--- src/rtl/bw_pkg.sv ---
// Package bw_pkg
// Shared types for the banked window decoder.
// Assumes: nothing beyond the standard language.
package bw_pkg;
    // Address class seen by the window logic
    typedef enum logic [1:0] {
        CLS_LOW = 2'd0,   // below the clear address: sets the enable
        CLS_OFF = 2'd1,   // the clear address just under the window
        CLS_WIN = 2'd2    // inside the register window
    } addr_cls_t;
endpackage

--- src/rtl/bw_addr_class.sv ---
// Module bw_addr_class
// Sorts a processor port address into one of three classes: window,
// enable-clear, or low. Purely combinational.
// Assumes: NREG is a power of two and smaller than the port space.
module bw_addr_class
    import bw_pkg::*;
#(
    parameter int ADDR_W = 8,
    parameter int NREG   = 8
) (
    input  logic [ADDR_W-1:0] addr,
    output addr_cls_t         cls
);
    localparam int WIN_BASE = (1 << ADDR_W) - NREG;
    localparam int OFF_ADDR = WIN_BASE - 1;

    // Compare the address against the window base and the clear address
    always_comb begin
        if (int'(addr) >= WIN_BASE)      cls = CLS_WIN;
        else if (int'(addr) == OFF_ADDR) cls = CLS_OFF;
        else                             cls = CLS_LOW;
    end
endmodule

--- src/rtl/bw_win_state.sv ---
// Module bw_win_state
// Holds the bank register, the sticky window enable and the read toggle.
// Assumes: acc is high for exactly the cycles in which a strobe is high.
module bw_win_state
    import bw_pkg::*;
#(
    parameter int BANK_W = 3
) (
    input  logic              clk,
    input  logic              rst_n,
    input  logic              acc,
    input  logic              rd,
    input  addr_cls_t         cls,
    input  logic              bank_we,
    input  logic [BANK_W-1:0] bank_d,
    output logic [BANK_W-1:0] bank_q,
    output logic              en_q,
    output logic              tog_q
);
    // Load the bank register on request
    always_ff @(posedge clk) begin
        if (!rst_n)       bank_q <= '0;
        else if (bank_we) bank_q <= bank_d;
    end

    // Enable flag changes as a side effect of low and clear-address accesses
    always_ff @(posedge clk) begin
        if (!rst_n) en_q <= 1'b1;
        else if (acc) begin
            case (cls)
                CLS_LOW: en_q <= 1'b1;
                CLS_OFF: en_q <= 1'b0;
                default: en_q <= en_q;
            endcase
        end
    end

    // Toggle bit inverts after every read cycle
    always_ff @(posedge clk) begin
        if (!rst_n)  tog_q <= 1'b0;
        else if (rd) tog_q <= ~tog_q;
    end


    off_clears_chk: assert property (@(posedge clk) disable iff (!rst_n)
        (acc && cls == CLS_OFF) |=> !en_q);

    low_sets_chk: assert property (@(posedge clk) disable iff (!rst_n)
        (acc && cls == CLS_LOW) |=> en_q);

    win_keeps_chk: assert property (@(posedge clk) disable iff (!rst_n)
        (acc && cls == CLS_WIN) |=> $stable(en_q));

    toggle_flip_chk: assert property (@(posedge clk) disable iff (!rst_n)
        rd |=> (tog_q != $past(tog_q)));
endmodule

--- src/rtl/bw_route.sv ---
// Module bw_route
// Steers an access to RAM or the register port, shadows window writes into
// a fixed bank and returns read data one cycle later.
// Assumes: RAM read data appears one cycle after a read with ram_en high;
// reg_rdata is valid in the cycle reg_rd is high.
module bw_route
    import bw_pkg::*;
#(
    parameter int                ADDR_W      = 8,
    parameter int                BANK_W      = 3,
    parameter int                DATA_W      = 8,
    parameter int                NREG        = 8,
    parameter bit                SHADOW_EN   = 1'b1,
    parameter logic [BANK_W-1:0] SHADOW_BANK = 3'd6,
    localparam int               IDX_W       = $clog2(NREG),
    localparam int               RAM_AW      = ADDR_W + BANK_W
) (
    input  logic              clk,
    input  logic              rst_n,
    input  logic [ADDR_W-1:0] addr,
    input  logic [DATA_W-1:0] wdata,
    input  logic              rd,
    input  logic              wr,
    input  addr_cls_t         cls,
    input  logic              en,
    input  logic              tog,
    input  logic [BANK_W-1:0] bank,
    output logic [DATA_W-1:0] rdata,
    output logic              reg_rd,
    output logic              reg_wr,
    output logic [IDX_W-1:0]  reg_idx,
    output logic [DATA_W-1:0] reg_wdata,
    input  logic [DATA_W-1:0] reg_rdata,
    output logic              ram_en,
    output logic              ram_we,
    output logic [RAM_AW-1:0] ram_addr,
    output logic [DATA_W-1:0] ram_wdata,
    input  logic [DATA_W-1:0] ram_rdata
);
    logic              win_hit;
    logic              shadow_wr;
    logic              sel_reg_q;
    logic [DATA_W-1:0] reg_q;

    // Window hit only while enabled
    assign win_hit   = en && (cls == CLS_WIN);
    assign reg_rd    = win_hit && rd;
    assign reg_wr    = win_hit && wr;
    assign reg_idx   = addr[IDX_W-1:0];
    assign reg_wdata = wdata;

    // Shadow variant chosen by parameter
    generate
        if (SHADOW_EN) begin : g_shadow
            assign shadow_wr = reg_wr;
        end else begin : g_no_shadow
            assign shadow_wr = 1'b0;
        end
    endgenerate

    // RAM port: window reads skip RAM, window writes go to the shadow bank
    always_comb begin
        ram_en    = (rd || wr) && !(win_hit && (rd || !SHADOW_EN));
        ram_we    = wr && ram_en;
        ram_addr  = shadow_wr ? {SHADOW_BANK, addr} : {bank, addr};
        ram_wdata = wdata;
    end

    // Capture the register value and the read source on each read
    always_ff @(posedge clk) begin
        if (!rst_n) begin
            sel_reg_q <= 1'b0;
            reg_q     <= '0;
        end else if (rd) begin
            sel_reg_q <= win_hit;
            if (win_hit) begin
                if (int'(reg_idx) == NREG - 1) reg_q <= {reg_rdata[DATA_W-1:1], tog};
                else                           reg_q <= reg_rdata;
            end
        end
    end

    // Return data from whichever path served the last read
    assign rdata = sel_reg_q ? reg_q : ram_rdata;


    win_read_no_ram_chk: assert property (@(posedge clk) disable iff (!rst_n)
        reg_rd |-> !ram_en);

    shadow_bank_chk: assert property (@(posedge clk) disable iff (!rst_n)
        (reg_wr && SHADOW_EN) |-> (ram_we && ram_addr[RAM_AW-1:ADDR_W] == SHADOW_BANK));

    disabled_no_reg_chk: assert property (@(posedge clk) disable iff (!rst_n)
        !en |-> (!reg_rd && !reg_wr));

    reg_strobe_excl_chk: assert property (@(posedge clk) disable iff (!rst_n)
        $onehot0({reg_rd, reg_wr}));
endmodule

--- src/rtl/bank_window_ctrl.sv ---
// Module bank_window_ctrl
// Top: banked RAM decoder with a sticky register window over the top
// NREG port addresses and shadowing of register writes into RAM.
// Assumes: cpu_rd and cpu_wr are never high together.
module bank_window_ctrl
    import bw_pkg::*;
#(
    parameter int                ADDR_W      = 8,
    parameter int                BANK_W      = 3,
    parameter int                DATA_W      = 8,
    parameter int                NREG        = 8,
    parameter bit                SHADOW_EN   = 1'b1,
    parameter logic [BANK_W-1:0] SHADOW_BANK = 3'd6,
    localparam int               IDX_W       = $clog2(NREG),
    localparam int               RAM_AW      = ADDR_W + BANK_W
) (
    input  logic              clk,
    input  logic              rst_n,
    input  logic [ADDR_W-1:0] cpu_addr,
    input  logic [DATA_W-1:0] cpu_wdata,
    input  logic              cpu_rd,
    input  logic              cpu_wr,
    output logic [DATA_W-1:0] cpu_rdata,
    input  logic              bank_we,
    input  logic [BANK_W-1:0] bank_d,
    output logic [BANK_W-1:0] bank_q,
    output logic              win_active,
    output logic              reg_rd,
    output logic              reg_wr,
    output logic [IDX_W-1:0]  reg_idx,
    output logic [DATA_W-1:0] reg_wdata,
    input  logic [DATA_W-1:0] reg_rdata,
    output logic              ram_en,
    output logic              ram_we,
    output logic [RAM_AW-1:0] ram_addr,
    output logic [DATA_W-1:0] ram_wdata,
    input  logic [DATA_W-1:0] ram_rdata
);
    addr_cls_t cls;
    logic      tog;

    bw_addr_class #(.ADDR_W(ADDR_W), .NREG(NREG)) u_class (
        .addr (cpu_addr),
        .cls  (cls)
    );

    bw_win_state #(.BANK_W(BANK_W)) u_state (
        .clk     (clk),
        .rst_n   (rst_n),
        .acc     (cpu_rd || cpu_wr),
        .rd      (cpu_rd),
        .cls     (cls),
        .bank_we (bank_we),
        .bank_d  (bank_d),
        .bank_q  (bank_q),
        .en_q    (win_active),
        .tog_q   (tog)
    );

    bw_route #(
        .ADDR_W(ADDR_W), .BANK_W(BANK_W), .DATA_W(DATA_W), .NREG(NREG),
        .SHADOW_EN(SHADOW_EN), .SHADOW_BANK(SHADOW_BANK)
    ) u_route (
        .clk       (clk),
        .rst_n     (rst_n),
        .addr      (cpu_addr),
        .wdata     (cpu_wdata),
        .rd        (cpu_rd),
        .wr        (cpu_wr),
        .cls       (cls),
        .en        (win_active),
        .tog       (tog),
        .bank      (bank_q),
        .rdata     (cpu_rdata),
        .reg_rd    (reg_rd),
        .reg_wr    (reg_wr),
        .reg_idx   (reg_idx),
        .reg_wdata (reg_wdata),
        .reg_rdata (reg_rdata),
        .ram_en    (ram_en),
        .ram_we    (ram_we),
        .ram_addr  (ram_addr),
        .ram_wdata (ram_wdata),
        .ram_rdata (ram_rdata)
    );


    plain_bank_addr_chk: assert property (@(posedge clk) disable iff (!rst_n)
        (ram_en && cls == CLS_LOW) |-> (ram_addr[RAM_AW-1:ADDR_W] == bank_q));
endmodule

--- config.mk ---
export PLATFORM = sky130hd
export DESIGN_NAME = bank_window_ctrl
export DESIGN_NICKNAME = d
export VERILOG_FILES = /design/src/rtl/bw_pkg.sv /design/src/rtl/bw_addr_class.sv /design/src/rtl/bw_win_state.sv /design/src/rtl/bw_route.sv /design/src/rtl/bank_window_ctrl.sv
export SDC_FILE = /design/constraint.sdc
export NUM_CORES = 1
export LEC_CHECK = 0
export ABC_CLOCK_PERIOD_IN_PS = 1400
export BUFFER_PORTS_ARGS = -buffer_cell sky130_fd_sc_hd__buf_2
export CELL_PAD_IN_SITES_DETAIL_PLACEMENT = 2
export CELL_PAD_IN_SITES_GLOBAL_PLACEMENT = 2
export CORE_ASPECT_RATIO = 2
export CORE_MARGIN = 2
export CORE_UTILIZATION = 18
export CTS_CLUSTER_SIZE = 24
export DETAILED_ROUTE_END_ITERATION = 6
export PLACE_DENSITY_LB_ADDON = 0.1
export SYNTH_ARGS = -nofsm -noshare
export SYNTH_HDL_FRONTEND = slang
export SYNTH_SLANG_ARGS = --single-unit
--- constraint.sdc ---
create_clock -name clk -period 1.4 [get_ports clk]
set_clock_uncertainty 0.1 [all_clocks]
set_input_delay 0.35 -clock clk [delete_from_list [all_inputs] [get_ports clk]]
set_output_delay 0.35 -clock clk [all_outputs]
set_load 0.05 [all_outputs]
Word level (Yosys, flattened, before mapping)

Index checks and enable logic that the tools add are counted.

Register bits after elaboration: 14
Input port bits: 40
Output and inout port bits: 46
Logic and storage cells: 28

$lt $le $gt $ge: 1
Eq/ne operators: 4
Multiplexer cells: 6
Bitwise gates (word level): 1
Reductions and logical operators: 11

Operators with widths:

| operator             | count |
|---|---|
| $mux W11             | 1 |
| $eq A8 B5 Y1 const B | 1 |
| $ge A8 B8 Y1 const B | 1 |
| $mux W8              | 1 |
| $logic_and A1 B1 Y1  | 5 |
| $reduce_and A2 Y1    | 2 |
| $eq A3 B1 Y1 const B | 1 |
| $eq A2 B1 Y1 const B | 1 |
| $eq A2 B2 Y1 const B | 1 |
| $logic_not A2 Y1     | 1 |
| $mux W1              | 2 |
| $mux W2              | 1 |
| $pmux W1 S2          | 1 |
| $reduce_bool A2 Y1   | 1 |
| $logic_not A1 Y1     | 1 |
| $logic_or A1 B1 Y1   | 1 |
| $not A1 Y1           | 1 |

Longest topological paths before layout

Gate-level depths: netlist of the first run.

Depth in word-level cells: 9
Gate-level depth with buffers: 4
Gate-level depth less buffers: 3

By module

A second synthesis of the first run with hierarchy kept.

Cells, all modules: 106
Area, all modules: 978.4 µm²

By module, submodules not included:

| module           | instances | cells an instance | area each (µm²) | seq. area each (µm²) |
|---|---|---|---|---|
| bw_route         | 1         | 83                | 755.7           | 180.2 |
| bw_win_state     | 1         | 17                | 190.2           | 100.1 |
| bw_addr_class    | 1         | 5                 | 26.3            | 0.0 |
| bank_window_ctrl | 1         | 1                 | 6.3             | 0.0 |

Worst setup path after synthesis of the first run

OpenSTA, ideal clock, no wires.

Path type: register to output
From: reg u_state.en_q
To: out ram_addr[10]
Arrival time: 1.715 ns
Required time: 0.950 ns
Slack: -0.765 ns
Cell stages (with the launch flop): 4
Buffers on the path: 0
Path through: dfxtp_1 > nand3_1 > nor2_2 > or2_2

Cells in the longest elaborated chain, start to end: 3

RTL lines:

| what                   | RTL line               | text |
|---|---|---|
| start, declared        | bw_win_state.sv:17     | `output logic en_q,` |
| start signal, assigned | bw_win_state.sv:33     | `default: en_q <= en_q;` |
| $logic_and A1 B1 Y1    | bw_route.sv:46         | `assign win_hit = en && (cls == CLS_WIN);` |
| $logic_and A1 B1 Y1    | bw_route.sv:48         | `assign reg_wr = win_hit && wr;` |
| via reg_wr             | bank_window_ctrl.sv:29 | `output logic reg_wr,` |
| $mux W11               | bw_route.sv:65         | `ram_addr = shadow_wr ? {SHADOW_BANK, addr} : {bank, addr};` |
| end, declared          | bank_window_ctrl.sv:35 | `output logic [RAM_AW-1:0] ram_addr,` |

The timed path passes the listed nets, and every way through them passes these cells.

Worst setup path in the final report of the first run

From: reg u_route.sel_reg_q
To: out cpu_rdata[0]

Cells in the longest elaborated chain, start to end: 1

RTL lines:

| what                   | RTL line               | text |
|---|---|---|
| start, declared        | bw_route.sv:42         | `logic sel_reg_q;` |
| start signal, assigned | bw_route.sv:75         | `sel_reg_q <= win_hit;` |
| $mux W8                | bw_route.sv:84         | `assign rdata = sel_reg_q ? reg_q : ram_rdata;` |
| end, declared          | bank_window_ctrl.sv:23 | `output logic [DATA_W-1:0] cpu_rdata,` |

No other way between the ends.

==> impl_metrics.ini, run 1 <==
[status]
outcome = finished with violations
violations = negative setup slack

[timing]
worstMarginPinSlew_ns = 0.290
min_period_over_period_pct = 118
rsz0062_at_grt = yes
fmax_mhz = 605
worst_slack_ns = -0.252
setup_viol = 15
finalMaxSlewViolations = 0
hold_viol = 0
period_needed_ns = 1.65
whs_ns = 0.229
slew_headroom_pct = 80.6

[place]
gp_congestion = 0.649
portBuffers = 61
dp_hpwl_um = 2630

[layout]
antennaDiodeCount = 0
multi_input_area_um2 = 512
final_cell_mix = buf_2 (45), buf_4 (14), dfxtp_1 (12)
fin_nets = 197
layout-drive-gt1-share_pct = 66.7
nFillCells = 586
final_common_cell = buf_2
area_growth_pct = 58.6
seq_area_um2 = 288
postLayoutCoreUtil_pct = 29.5

[route]
routedWlPerCell_um = 15.0
firstDrtPassIters = 4
drtAntennaViolNets = 0
num_vias = 928
vias_per_cell = 4.34
dr.first_iter.drc_count = 14
routed_wl_um = 3210
drc_errors = 0

[grt]
grt_max_degree = 13
antenna_found_initial = 0
use_met2_pct = 23.6
grt_pass1_wl_um = 5310
grt_use_met1_pct = 10.3
grt_overflow = 0
grt_most_used_layer = met2
met3_usage_pct = 2.53
grt_pass1_vias = 1113
grt_usage_pct = 11.4

[power]
power_frac_comb_pct = 34.0
pwr-share-clk_pct = 32.7
ir_drop_v = 0.000420
internal_power_w = 0.000818
seq_power_share_pct = 33.3
swShare_pct = 33.8
p_switching_w = 0.000418
power_leakage_nw = 0.699
pwr_density_cell_mw_per_mm2 = 816

[critical_path]
r2r-end = u_route.reg_q[3]
crit_path_end_kind = primary output
worstSetupStartpointType = flop
crit_arrival_ns = 1.20
r2r_cells = 5
crit_type = flop to primary output
r2r-start = u_state.en_q
crit_required_ns = 0.95
rrSetupSlack_ns = 0.10
cp_max_fo = 4

[yosys]
synth_area_um2 = 955
syn_inst = 107
async_reset_ff_share_pct = 0
synth-seq-area-share_pct = 29.4
syn_nets = 147
ys_warn_count = 0
syn_area_per_cell_um2 = 8.92
synth_edf_count = 0
synthDistinctLibCells = 29
ys_ff_latch = 14
ys.flop_type = dfxtp_1

[hold_path]
hold_path.class = primary input to flop
hold_end = u_state.en_q
min-delay-start = rst_n
worstHoldPathCells = 2

[floorplanning]
ios = 86
initial_core_util_pct = 18.6
die_area_mm2 = 0.00594
coreArea_mm2 = 0.00514
die_y_um = 107
die_w_um = 55.5
fp-row-count = 37

[clock_tree]
clockRootBuffer = clkbuf_8
clockBufferDepth = 2
clk_latency_ns = 0.24
cts_tree = built
cts-hold-fix-buffers = 0
htree_levels = 1
clk_pin_slew_ns = 0.07
cts_made_buffers = 3
clock-sinks = 14

[job]
max_cap_violations = 0
-- metrics by stage --
stage	std cells	total power, W	worst slack, ns	TNS, ns	cell area [um2]
after floorplan	107	0.000803	-0.251	-1.18	1010
after global placement	207	0.000784	-0.252	-3.13	1240
final	214	0.00124	-0.252	-3.00	1510
after detailed placement	207	0.000789	-0.258	-3.51	1240
after global routing	214	0.00130	-0.292	-3.63	1510
after CTS	213	0.00125	-0.277	-3.24	1500
-- power groups by stage --
stage | Sequential (W) | Combinational [W] | Clock, W
after floorplan | 0.000439 | 0.000364 | 0
after global placement | 0.000422 | 0.000362 | 0
after detailed placement | 0.000423 | 0.000366 | 0
after CTS | 0.000412 | 0.000425 | 0.000416
after global routing | 0.000413 | 0.000443 | 0.000440
final | 0.000412 | 0.000420 | 0.000404
-- cells by family (layout without fill, tap and decap cells) --
logic type | Yosys count | after routing | share of synthesized area (%)
muxes | 12 | 12 | 13.6
xor gates and xnor gates | 1 | 1 | 0.918
DFF | 14 | 14 | 29.4
AOI/OAI and AO/OA | 18 | 18 | 11.1
and+or+nand+nor | 29 | 29 | 18.9
buffers and inverters | 33 | 82 | 26.1
-- synth_stat cells, types with 2 or more instances --
library cell / number / area, um2
buf_6: 3 / 33.8
o21ai_0: 7 / 35.0
a21oi_1: 7 / 35.0
mux2i_1: 4 / 40.0
nor2_1: 6 / 22.5
buf_4: 27 / 203
dfxtp_1: 14 / 280
mux2_2: 8 / 90.1
nor2b_1: 2 / 12.5
nand3_1: 9 / 45.0
or2_2: 2 / 12.5
-- worst max-delay path, stage by stage, from the launching register on --
cell     delay [ns]
dfxtp_4        0.37
buf_6          0.13
mux2_4         0.31
buf_8          0.15
-- repair_timing --
item                       4_1_cts  5_1_grt
pin swaps                        4        0
buffers inserted                 3        1
resized for setup               55        1
setup endpoints to repair       16       15
-- layout make-up --
| class | count | share of cell area [%] |
|---|---|---|
| Clock buffer | 4 | 3.64 |
| Inverter | 1 | 0.248 |
| Multi-Input combinational cell | 60 | 33.8 |
| Sequential cell | 14 | 19.0 |
| Tap cell | 58 | 4.79 |
| Timing Repair Buffer | 77 | 38.5 |
-- per-layer routing --
layer  vias up  share of wire, %
met5         -                 0
met4         0              0.90
met3         2               6.9
met2        44                59
met1       442                33
li1        440                 -
-- how the worst max path moves through the flow --
stage | start | end | depth (start not counted) | slack (ns)
final | u_route.sel_reg_q | cpu_rdata[0] | 3 | -0.25
after CTS | u_route.sel_reg_q | cpu_rdata[0] | 3 | -0.28
after floorplan | cpu_addr[6] | ram_addr[10] | 4 | -0.25
after global placement | u_route.sel_reg_q | cpu_rdata[6] | 2 | -0.25
after detailed placement | u_route.sel_reg_q | cpu_rdata[6] | 2 | -0.26
after global routing | u_route.sel_reg_q | cpu_rdata[0] | 3 | -0.29
-- registers in the layout, summed over array words and instances (netlist names) --
register / count
u_route.reg_q: 8
u_route.sel_reg_q: 1
u_state.bank_q: 3
u_state.en_q: 1
u_state.tog_q: 1
(Power assumes the default switching activity.)
==> run 2: changes to the inputs <==
CORE_MARGIN = 3   (was 2)
GPL_ROUTABILITY_DRIVEN = 1   (was not set)
==> impl_metrics.ini, run 2 (synthesis gave the netlist of run 1 again) <==
[power]
pwr-share-clk_pct = 32.2
p_switching_w = 0.000421
seq_power_share_pct = 33.1
ir_drop_v = 0.000429
swShare_pct = 33.8
pwr_density_cell_mw_per_mm2 = 777
power_leakage_nw = 0.733
power_frac_comb_pct = 34.7
internal_power_w = 0.000826

[timing]
setup_tns_ns = -3.42
finalMaxSlewViolations = 0
worstMarginPinSlew_ns = 0.255
hold_viol = 0
setup_viol = 16
rsz0062_at_grt = yes
slew_headroom_pct = 82.8
min_period_over_period_pct = 118
period_needed_ns = 1.65
fmax_mhz = 605
worst_slack_ns = -0.254

[place]
gp_congestion = 0.674
dp_hpwl_um = 2780
portBuffers = 61
pre_cts_ws_ns = -0.306
placed_area_mm2 = 0.00126
dp_cells = 209

[critical_path]
rrSetupSlack_ns = 0.12
startpoint = u_route.sel_reg_q
crit_type = flop to primary output
crit_arrival_ns = 1.20
cp_max_fo = 4
r2r-end = u_route.reg_q[2]
worstSetupStartpointType = flop
crit_required_ns = 0.95
crit_path_end_kind = primary output
r2r_cells = 6
r2r-start = u_state.en_q

[layout]
fin_nets = 202
largest_reg_flops = 8
final_common_cell = buf_2
antennaDiodeCount = 0
final_cell_mix = buf_2 (45), buf_4 (14), buf_8 (13)
final_cell_count_no_fill = 218
top_regs = u_route.reg_q (8), u_state.bank_q (3)
top_register = u_route.reg_q
area_growth_pct = 68.0
fin_area_mm2 = 0.00160
layout-drive-gt1-share_pct = 70.8
postLayoutCoreUtil_pct = 32.1

[route]
num_vias = 967
firstDrtPassIters = 2
dr.first_iter.drc_count = 9
vias_per_cell = 4.44
drtAntennaViolNets = 0
routed_wl_um = 3620
drc_errors = 0
routedWlPerCell_um = 16.6

[floorplanning]
initial_core_util_pct = 19.1
die_area_mm2 = 0.00627
ios = 86
die_y_um = 109
die_w_um = 57.5
coreArea_mm2 = 0.00500
fp-row-count = 36

[grt]
antenna_found_initial = 0
grt_pass1_vias = 1105
grt_max_degree = 13
grt_usage_pct = 11.6
grt_overflow = 0
grt_pass1_wl_um = 5520

[hold_path]
worstHoldPathCells = 2
hold_end = u_state.en_q
min-delay-start = rst_n
hold_path.class = primary input to flop

[clock_tree]
clockBufferDepth = 2
clk_pin_slew_ns = 0.06
clk_latency_ns = 0.24
cts_made_buffers = 3
cts_tree = built
clock-sinks = 14
cts-hold-fix-buffers = 0
clockRootBuffer = clkbuf_8
htree_levels = 1

[job]
max_cap_violations = 0

[status]
outcome = finished with violations
violations = negative setup slack
==> run 2: cell count changes in the layout (fill, tap and decap cells not counted) <==
| cell | delta |
|---|---|
| a21oi_2 | +2 |
| buf_6 | +3 |
| a21oi_1 | -2 |
| nor2b_4 | +1 |
| nor2b_2 | -1 |
| and3_4 | +1 |
| and3_1 | -1 |
| buf_8 | +2 |
| nand3_1 | -2 |
| nand3_2 | +2 |
==> run 2: layout make-up <==
class / instances / area (um2)
fill: 566 / 3400
timing repair buffer: 82 / 647
multi-input combinational: 60 / 539
sequential: 14 / 288
tap: 57 / 71.3
clock buffer: 4 / 55.1
inverter: 1 / 3.75
==> run 2: per-layer routing <==
layer	routed length (um)	global-route usage, %
met5	0	0
met4	57	5.64
met3	275	2.25
met2	2140	22.7
met1	1140	10.8
==> run 2: repair_timing <==
| action | 4_1_cts | 5_1_grt |
|---|---|---|
| setup buffers | 5 | 2 |
| pin swaps | 3 | 6 |
| endpoints found under the setup margin | 16 | 23 |
| resized for setup | 61 | 9 |
==> run 2: worst max path at each step <==
stage	end	slack, ns	cells after the start
5_1_grt	ram_addr[8]	-0.29	5
2_1_floorplan	ram_addr[10]	-0.25	4
3_3_place_gp	cpu_rdata[5]	-0.26	2
6_report	cpu_rdata[3]	-0.25	3
4_1_cts	cpu_rdata[3]	-0.27	3
3_5_place_dp	cpu_rdata[2]	-0.31	2
==> run 2: power groups by stage <==
stage	logic [W]	registers (W)	clock network (W)
after floorplan	0.000364	0.000439	0
after global placement	0.000363	0.000423	0
after detailed placement	0.000367	0.000424	0
after CTS	0.000432	0.000412	0.000423
after global routing	0.000454	0.000413	0.000437
final	0.000433	0.000412	0.000402
==> run 2: worst max-delay path: stages, from the launching register on <==
cell and delay (ns):
dfxtp_4 0.36, buf_6 0.13, mux2_4 0.31, buf_8 0.15
==> run 2: per-stage QoR <==
step	hold slack (ns)	total power, W
floorplan	0.320	0.000803
global placement	0.364	0.000786
detailed placement	0.380	0.000791
CTS	0.226	0.00127
global route	0.220	0.00131
finish	0.233	0.00125
==> run 3: changes to the inputs <==
ABC_CLOCK_PERIOD_IN_PS = 1800   (was 1400)
CORE_UTILIZATION = 19   (was 18)
CTS_BUF_LIST = sky130_fd_sc_hd__clkbuf_2 sky130_fd_sc_hd__clkbuf_4 sky130_fd_sc_hd__clkbuf_8   (was not set)
clock period = 1.8 ns   (was 1.4 ns; I/O delays follow)
==> impl_metrics.ini, run 3 (synthesis gave the netlist of run 1 again) <==
[status]
outcome = complete, no violations

[layout]
layout-drive-gt1-share_pct = 65.6
final_common_cell = buf_2
final_cell_mix = buf_2 (50), dfxtp_1 (12), buf_6 (10), buf_4 (10)
area_growth_pct = 39.8
final_cell_count_no_fill = 206
top_register = u_route.reg_q
top_regs = u_route.reg_q (8), u_state.bank_q (3)
antennaDiodeCount = 0
largest_reg_flops = 8
fin_nets = 192

[critical_path]
r2r_cells = 3
r2r-start = u_state.en_q
cp_max_fo = 7
path_cells = buf_12 > mux2_2 > buf_6
cp_slowest_cell = dfxtp_2
worstSetupStartpointType = flop
rrSetupSlack_ns = 0.57
crit_path_end_kind = primary output
critPathMaxStageDelay_ns = 0.35
crit_arrival_ns = 1.23
crit_required_ns = 1.25
r2r-end = u_route.reg_q[0]
crit_type = flop to primary output

[grt]
grt_usage_pct = 10.7
grt_max_degree = 13
grt_overflow = 0
grt_pass1_wl_um = 5090
antenna_found_initial = 0
grt_pass1_vias = 1033

[clock_tree]
cts_tree = built
htree_levels = 1
clk_latency_ns = 0.24
cts_made_buffers = 3
cts_setup_buffers = 0
clk_pin_slew_ns = 0.06
clockRootBuffer = clkbuf_8
clock-sinks = 14
clockBufferDepth = 2

[timing]
finalMaxSlewViolations = 0
hold_viol = 0
min_period_over_period_pct = 99.1
period_needed_ns = 1.78
setup_tns_ns = 0
setup_viol = 0
fmax_mhz = 561
worst_slack_ns = 0.0171
rsz0062_at_grt = yes
whs_ns = 0.333
worstMarginPinSlew_ns = 0.445
slew_headroom_pct = 70.3

[floorplanning]
coreArea_mm2 = 0.00473
initial_core_util_pct = 20.2
die_area_mm2 = 0.00596
fp-row-count = 35
ios = 86
die_y_um = 106
die_w_um = 56.1

[place]
pre_cts_ws_ns = -0.0389
portBuffers = 61
dp_cells = 202
dp_hpwl_um = 2680
gp_congestion = 0.674

[route]
dr.first_iter.drc_count = 4
routedWlPerCell_um = 15.2
drtAntennaViolNets = 0
routed_wl_um = 3130
vias_per_cell = 4.36
num_vias = 898
drc_errors = 0
firstDrtPassIters = 3

[hold_path]
min-delay-start = rst_n
hold_path.class = primary input to flop
hold_end = u_state.en_q
worstHoldPathCells = 2

[job]
max_cap_violations = 0

[power]
p_total_w = 0.000919
pwr_density_cell_mw_per_mm2 = 688
ir_drop_v = 0.000308
power_leakage_nw = 0.610
==> run 3: changes by cell type in the layout (fill, tap and decap cells not counted), moves of 4 or more <==
cell    delta
mux2_2     +8
mux2_4     -8
buf_8     -13
buf_4      -4
buf_2      +5
==> run 3: per-stage QoR <==
step / instance area [um2] / util, %
after floorplan: 985 / -
after detailed placement: 1210 / 25.6
after global placement: 1210 / 25.6
after global routing: 1340 / 28.2
after CTS: 1320 / 27.9
final: 1340 / 28.2
==> run 3: power by group <==
group          total, W  internal, W  switching, W
logic          0.000292     0.000100      0.000192
registers      0.000322     0.000317    0.00000528
clock network  0.000305     0.000193      0.000112
total          0.000919     0.000610      0.000309
==> run 3: metal layers <==
| layer | track usage [%] | share of wire, % |
|---|---|---|
| met3 | 2.55 | 6.9 |
| met4 | 3.23 | 0.64 |
| met5 | 0 | 0 |
| met2 | 21.1 | 59 |
| met1 | 10.5 | 33 |
==> run 3: repair_timing <==
item                                    4_1_cts  5_1_grt
resized for setup                            18        6
endpoints found under the setup margin       10       13
hold buffers                                  0        0
pin swaps                                     1        2
gates cloned                                  0        0
==> run 3: final cells by class <==
| type | instances | area (um2) |
|---|---|---|
| well taps | 55 | 68.8 |
| flip-flops and latches | 14 | 285 |
| multi-input cells | 60 | 457 |
| fillers | 562 | 3390 |
| repair buffers | 72 | 465 |
| inverters | 1 | 3.75 |
| clock buffers | 4 | 55.1 |
==> run 3: worst max-delay path by stage <==
| stage | cells past startpoint | startpoint | end | slack (ns) |
|---|---|---|---|---|
| CTS | 3 | u_route.sel_reg_q | cpu_rdata[3] | -0.0008 |
| global placement | 5 | cpu_addr[3] | ram_addr[10] | -0.02 |
| finish | 3 | u_route.sel_reg_q | cpu_rdata[3] | 0.02 |
| global route | 3 | u_route.sel_reg_q | cpu_rdata[1] | -0.02 |
| floorplan | 4 | cpu_addr[6] | ram_addr[10] | -0.05 |
| detailed placement | 5 | cpu_addr[3] | ram_addr[10] | -0.04 |
==> run 3: worst max-delay path, delay by kind of cell (launching register included) <==
kind / cells / cell delay, ns
buffers and inverters: 2 / 0.29
muxes: 1 / 0.35
DFF: 1 / 0.35
